`src/rtl/cla_pkg.sv`:
```
package cla_pkg;

    localparam int unsigned SLICE_BITS = 4;

    // Per-bit terms consumed by a lookahead slice
    typedef struct packed {
        logic [SLICE_BITS-1:0] gen;    // both operand bits set
        logic [SLICE_BITS-1:0] xprop;  // operand bits differ (sum path)
        logic [SLICE_BITS-1:0] cprop;  // propagate used by carry equations
    } slice_terms_t;

    // Everything a slice produces
    typedef struct packed {
        logic [SLICE_BITS-1:0] sum;
        logic [SLICE_BITS-1:0] carry;  // carry out of each bit position
        logic                  blk_gen;
        logic                  blk_prop;
    } slice_res_t;

endpackage

```
`src/rtl/cla_bit_terms.sv`:
```
module cla_bit_terms
    import cla_pkg::*;
#(
    parameter bit OR_PROP = 1'b0
) (
    input  logic [SLICE_BITS-1:0] a_nib,
    input  logic [SLICE_BITS-1:0] b_nib,
    output slice_terms_t          terms
);

    for (genvar i = 0; i < SLICE_BITS; i++) begin : g_bit
        assign terms.gen[i]   = a_nib[i] & b_nib[i];
        assign terms.xprop[i] = a_nib[i] ^ b_nib[i];
        if (OR_PROP) begin : g_or
            assign terms.cprop[i] = a_nib[i] | b_nib[i];
        end else begin : g_xor
            assign terms.cprop[i] = a_nib[i] ^ b_nib[i];
        end
    end

    // a bit cannot both generate and pass a carry in the differing sense
    always_comb begin
        p_gen_xprop_disjoint_r6: assert ((terms.gen & terms.xprop) == '0)
            else $error("generate and xor-propagate overlap");
    end

endmodule

```
`src/rtl/cla_slice4.sv`:
```
module cla_slice4
    import cla_pkg::*;
#(
    parameter bit OR_PROP = 1'b0
) (
    input  slice_terms_t terms,
    input  logic         cin,
    output slice_res_t   res
);

    logic [3:0] g;
    logic [3:0] p;
    logic [3:0] x;

    assign g = terms.gen;
    assign p = terms.cprop;
    assign x = terms.xprop;

    always_comb begin
        res = '0;
        // flat carry equations, no ripple inside the slice
        res.carry[0] = g[0] | (p[0] & cin);
        res.carry[1] = g[1] | (p[1] & g[0]) | (p[1] & p[0] & cin);
        res.carry[2] = g[2] | (p[2] & g[1]) | (p[2] & p[1] & g[0])
                     | (p[2] & p[1] & p[0] & cin);
        res.carry[3] = g[3] | (p[3] & g[2]) | (p[3] & p[2] & g[1])
                     | (p[3] & p[2] & p[1] & g[0])
                     | (p[3] & p[2] & p[1] & p[0] & cin);
        // sum always uses the differing-bits propagate
        res.sum[0] = x[0] ^ cin;
        res.sum[1] = x[1] ^ res.carry[0];
        res.sum[2] = x[2] ^ res.carry[1];
        res.sum[3] = x[3] ^ res.carry[2];
        // slice-level terms: carry-out with cin forced to 0, and full pass
        res.blk_gen  = g[3] | (p[3] & g[2]) | (p[3] & p[2] & g[1])
                     | (p[3] & p[2] & p[1] & g[0]);
        res.blk_prop = &p;
    end

    always_comb begin
        // slice carry-out follows the block terms
        p_blk_cout_r5: assert (res.carry[3] == (res.blk_gen | (res.blk_prop & cin)))
            else $error("slice carry-out disagrees with block terms");
        // a fully differing slice hands its carry-in straight through
        p_pass_through_r3: assert (!(&x) || (res.carry[3] == cin))
            else $error("all-propagate slice did not pass carry");
    end

    if (!OR_PROP) begin : g_xor_chk
        always_comb begin
            p_gen_prop_excl_r6: assert (!(res.blk_gen && res.blk_prop))
                else $error("block generate and propagate both set");
        end
    end

endmodule

```
`src/rtl/cla_chain_adder.sv`:
```
module cla_chain_adder
    import cla_pkg::*;
#(
    parameter int unsigned WIDTH   = 32,
    parameter bit          OR_PROP = 1'b0
) (
    input  logic [WIDTH-1:0]            a_in,
    input  logic [WIDTH-1:0]            b_in,
    input  logic                        carry_in,
    output logic [WIDTH-1:0]            sum_out,
    output logic                        carry_out,
    output logic [WIDTH/SLICE_BITS-1:0] grp_prop_out,
    output logic [WIDTH/SLICE_BITS-1:0] grp_gen_out
);

    localparam int unsigned NSLICE = WIDTH / SLICE_BITS;

    if ((WIDTH % SLICE_BITS) != 0 || WIDTH < SLICE_BITS) begin : g_bad_width
        $error("WIDTH must be a positive multiple of 4");
    end

    logic [NSLICE:0] link;   // link[k] is the carry into slice k

    assign link[0] = carry_in;

    for (genvar k = 0; k < NSLICE; k++) begin : g_slice
        slice_terms_t terms;
        slice_res_t   res;

        cla_bit_terms #(.OR_PROP(OR_PROP)) u_terms (
            .a_nib (a_in[k*SLICE_BITS +: SLICE_BITS]),
            .b_nib (b_in[k*SLICE_BITS +: SLICE_BITS]),
            .terms (terms)
        );

        cla_slice4 #(.OR_PROP(OR_PROP)) u_slice (
            .terms (terms),
            .cin   (link[k]),
            .res   (res)
        );

        assign sum_out[k*SLICE_BITS +: SLICE_BITS] = res.sum;
        assign link[k+1]       = res.carry[SLICE_BITS-1];
        assign grp_prop_out[k] = res.blk_prop;
        assign grp_gen_out[k]  = res.blk_gen;
    end

    assign carry_out = link[NSLICE];

    // whole word matches the arithmetic total
    always_comb begin
        p_word_total_r1: assert ({carry_out, sum_out}
                                 == ({1'b0, a_in} + {1'b0, b_in} + {{WIDTH{1'b0}}, carry_in}))
            else $error("word sum mismatch");
    end

endmodule

```
`config.mk`:
```
export PLATFORM = sky130hd
export DESIGN_NAME = cla_chain_adder
export DESIGN_NICKNAME = d
export VERILOG_FILES = /design/src/rtl/cla_pkg.sv /design/src/rtl/cla_bit_terms.sv /design/src/rtl/cla_slice4.sv /design/src/rtl/cla_chain_adder.sv
export SDC_FILE = /design/constraint.sdc
export NUM_CORES = 1
export LEC_CHECK = 0
export BUFFER_PORTS_ARGS = -buffer_cell sky130_fd_sc_hd__buf_2
export CAP_MARGIN = 5
export CORE_MARGIN = 2
export CORE_UTILIZATION = 35
export DETAILED_ROUTE_END_ITERATION = 7
export PLACE_DENSITY = 0.72
export SLEW_MARGIN = 20
export SYNTH_ARGS = -nofsm -noshare
export SYNTH_HDL_FRONTEND = slang
export SYNTH_SLANG_ARGS = --single-unit
```
`constraint.sdc`:
```
create_clock -name vclk -period 6.87
set_input_delay 1.0305 -clock vclk [all_inputs]
set_output_delay 1.0305 -clock vclk [all_outputs]
set_load 0.005 [all_outputs]
```
Word level (Yosys, flattened, before mapping)
Cells that the tools add are included.
{ "op_classes": {"reduce_logical": 8, "bitwise": 304} }
{ "op_table": {"columns": ["cell", "n"], "rows": [
  ["1-bit AND", 160],
  ["1-bit bitwise OR", 80],
  ["1-bit bitwise XOR", 64],
  ["4-bit AND reduction", 8]
]} }
{ "word_totals": {"inputBits": 65, "output_inout_bits": 49, "regBits": 0, "wordCells": 312} }

Depth between registers and ports, before layout
{ "logic_depth": {"depth_word": 21, "depth_mapped": 8, "mapped_depth_nobuf": 8} }

Modules after synthesis
Synthesis repeated with hierarchy kept, for this count alone.
{ "hier_totals": {"hier_cells": 200, "hier_area_um2": 1561.5} }
{ "modules_own_cells": {"columns": ["module", "n_inst", "cells_each", "area_each_um2"], "rows": [
  ["cla_slice4", 8, 17, 115.1],
  ["cla_bit_terms", 8, 8, 80.1]
]} }

Least setup slack after synthesis
No wires, ideal clock.
{ "synth_path": {"path_kind": "input -> output", "from": "input port a_in[1]", "to": "output port sum_out[29]", "slack_ns": 2.744, "t_arrival_ns": 3.095, "required_ns": 5.839, "n_path_buf": 0, "cell_stages": 8, "path_cell_list": "ha_1 > and3_1 > a221o_1 > a22oi_1 > a211oi_1 > or2_2 > fa_1 > xor2_1"} }
{ "synth_between": {"elab_chain_len": 20, "word_cells_on_any_way": 25, "cone_classes": "25 x bitwise"} }
{ "synth_rtl": {"columns": ["item", "line_no", "rtl"], "rows": [
  ["from (decl)", "cla_chain_adder.sv:7", "input logic [WIDTH-1:0] a_in,"],
  ["1-bit AND or 1-bit bitwise XOR (tied branches)", "cla_bit_terms.sv:12, cla_bit_terms.sv:17", null],
  ["1-bit AND (on tied branches)", "cla_slice4.sv:26, cla_slice4.sv:27, cla_slice4.sv:28", null],
  ["1-bit bitwise OR, or another cell as far along", "cla_slice4.sv:26", "res.carry[3] = g[3] | (p[3] & g[2]) | (p[3] & p[2] & g[1])"],
  ["1-bit bitwise OR or 1-bit AND (tied branches)", "cla_slice4.sv:27, cla_slice4.sv:28", null],
  ["1-bit bitwise OR (*)", "cla_slice4.sv:28", "| (p[3] & p[2] & p[1] & p[0] & cin);"],
  ["1-bit AND (*)", "cla_slice4.sv:28", null],
  ["1-bit bitwise OR (*)", "cla_slice4.sv:28", null],
  ["1-bit AND (*)", "cla_slice4.sv:28", null],
  ["[4 not listed]", null, null],
  ["1-bit bitwise OR (*)", "cla_slice4.sv:28", null],
  ["1-bit AND (*)", "cla_slice4.sv:28", null],
  ["1-bit bitwise OR (*)", "cla_slice4.sv:28", null],
  ["1-bit AND (*)", "cla_slice4.sv:28", null],
  ["1-bit bitwise OR (*)", "cla_slice4.sv:28", null],
  ["1-bit AND (*)", "cla_slice4.sv:22", "res.carry[0] = g[0] | (p[0] & cin);"],
  ["1-bit bitwise OR (*)", "cla_slice4.sv:22", null],
  ["1-bit bitwise XOR (*)", "cla_slice4.sv:31", "res.sum[1] = x[1] ^ res.carry[0];"],
  ["to (decl)", "cla_chain_adder.sv:10", "output logic [WIDTH-1:0] sum_out,"]
]} }
Every way passes the cells marked *; elsewhere a longest branch is shown, timed or not.

Worst setup path after layout
Ends and elaborated chain as after synthesis.

==> results.json <==
{
  "vdd_drop_max_uv": 44.3,
  "ys_types": 40,
  "cts_hold_buf": 0,
  "synth_nets": 305,
  "power.density_nw_per_um2": 99.1,
  "synth.area.top_cells": "ha_1 (26%), fa_1 (10%), xnor2_1 (10%)",
  "synth.top_cell.area_share_pct": 26.0,
  "wl_mm": 4.18,
  "die-width_um": 70.3,
  "instances_no_fill": 366,
  "min_period_over_period_pct": 66.0,
  "initial_utilization_pct": 35.9,
  "top_usage_layer": "met2",
  "synth_top_cell_by_area": "ha_1",
  "area_growth_pct": 41.3,
  "worstSetupStartpointType": "input pin",
  "finalSetupTns_ns": 0,
  "syn_area_per_cell_um2": 7.70,
  "post_cts_resize_count": 0,
  "finalHoldViolations": 0,
  "grt_pass1_wl_mm": 6.93,
  "drv_cap": 0,
  "grt.total_usage_pct": 15.9,
  "p_leak_nw": 1.28,
  "max_freq_ghz": 0.221,
  "avgRoutedWirePerCell_um": 11.4,
  "finalMaxSlewViolations": 0,
  "antenna_cells": 0,
  "worst_pin_slew_ns": 0.565,
  "grtUsageMet2_pct": 30.5,
  "io_buffers": 114,
  "syn_inst": 200,
  "fin_crit_ns": 4.53,
  "dp.cells": 366,
  "final_util_pct": 50.7,
  "first_pass_iters": 5,
  "grt_max_degree": 7,
  "hpwl_mm": 3.82,
  "drtIter0Drc": 21,
  "hold_path_class": "in2out",
  "gp_congestion": 0.893,
  "grt_pass1_vias": 1651,
  "antenna_found_initial": 0,
  "use_met3_pct": 1.15,
  "seq_area_frac_synth_pct": 0,
  "ant_nets": 0,
  "drc_errors": 0,
  "boundaryPins": 114,
  "layout_commonest_cell": "buf_2",
  "clkbuf_count": 0,
  "crit_arrival_ns": 3.50,
  "finalSetupViolations": 0,
  "status": "finished clean",
  "fin_nets": 421,
  "num_vias": 1816,
  "post_cts_buffers": 0,
  "num_rows": 24,
  "crit_required_ns": 5.84,
  "crit_fanout": 5,
  "synthesis.area_um2": 1540,
  "cp-end-kind": "primary output",
  "maxSlewHeadroom_pct": 62.0,
  "fillers": 455,
  "p_total_uw": 216,
  "grt_setup_unrepaired": "no",
  "die_h_um": 70.3,
  "core_um2": 4290,
  "drive_gt1_share_pct": 38.9,
  "grt_overflow_total": 0,
  "final_cell_mix": "buf_2 (114), ha_1 (32), inv_1 (30)",
  "met1_usage_pct": 20.3,
  "worstSetupPathType": "in2out",
  "viasPerCell": 4.96,
  "dieArea_um2": 4950,
  "regArea_um2": 0,
  "seq_cell_count": 0,
  "ys_warn_count": 0
}
## power by group
part	switching, mW	internal, mW
Combinational	0.107	0.109
Sequential	0	0
Clock	0	0
Total	0.107	0.109
## worst paths after layout
kind      from     endpoint  slack (ns)  cells after the start
max    a_in[1]  sum_out[29]        2.34                     10
min   b_in[28]  sum_out[28]        2.42                      3
## cell families (layout without fill, tap and decap cells)
kind of cell,after synthesis,in the layout,share of synthesized area (%)
AND/OR/NAND/NOR,45,45,15.8
adder cells (fa/ha/maj),40,40,36.4
buffers and inverters,30,144,7.31
AO/OA/AOI/OAI,62,62,27.4
XOR/XNOR,23,23,13.1
## layout make-up
cell class | instances | area (µm²) | area share, %
multi-input combinational | 170 | 1430 | 65.6
timing repair buffer | 114 | 571 | 26.2
inverter | 30 | 113 | 5.18
tap | 52 | 65.1 | 2.99
## worst max-delay path, cell delays in order
cell	delay (ns)
buf_2	0.10
ha_1	0.34
and3_1	0.22
a221o_1	0.40
a22oi_1	0.21
a211oi_1	0.17
or2_2	0.34
fa_1	0.39
xor2_1	0.17
buf_2	0.13
## synthesized netlist by cell type (all sizes together), types with 3 or more instances
master / n
nand2: 11
a21oi: 20
and3: 3
nor2: 9
fa: 8
a21o: 14
o21ai: 10
a31oi: 4
xor2: 5
xnor2: 18
and4: 4
ha: 32
nor3: 4
inv: 30
## metal layers
metal | vias up | share of wire [%]
met5 | - | 0
met3 | 2 | 5.8
li1 | 956 | -
met4 | 0 | 0.45
met2 | 54 | 49
met1 | 804 | 44
## per-stage QoR
stage                     setup WS [ns]  area [µm²]  hold WS [ns]
final                              2.34        2180          2.42
after global routing               2.17        2180          2.43
after CTS                          2.33        2180          2.42
after detailed placement           2.34        2180          2.42
after global placement             2.39        2180          2.41
after floorplan                    2.74        1540          2.21
Power figures use the tool's default switching activity.
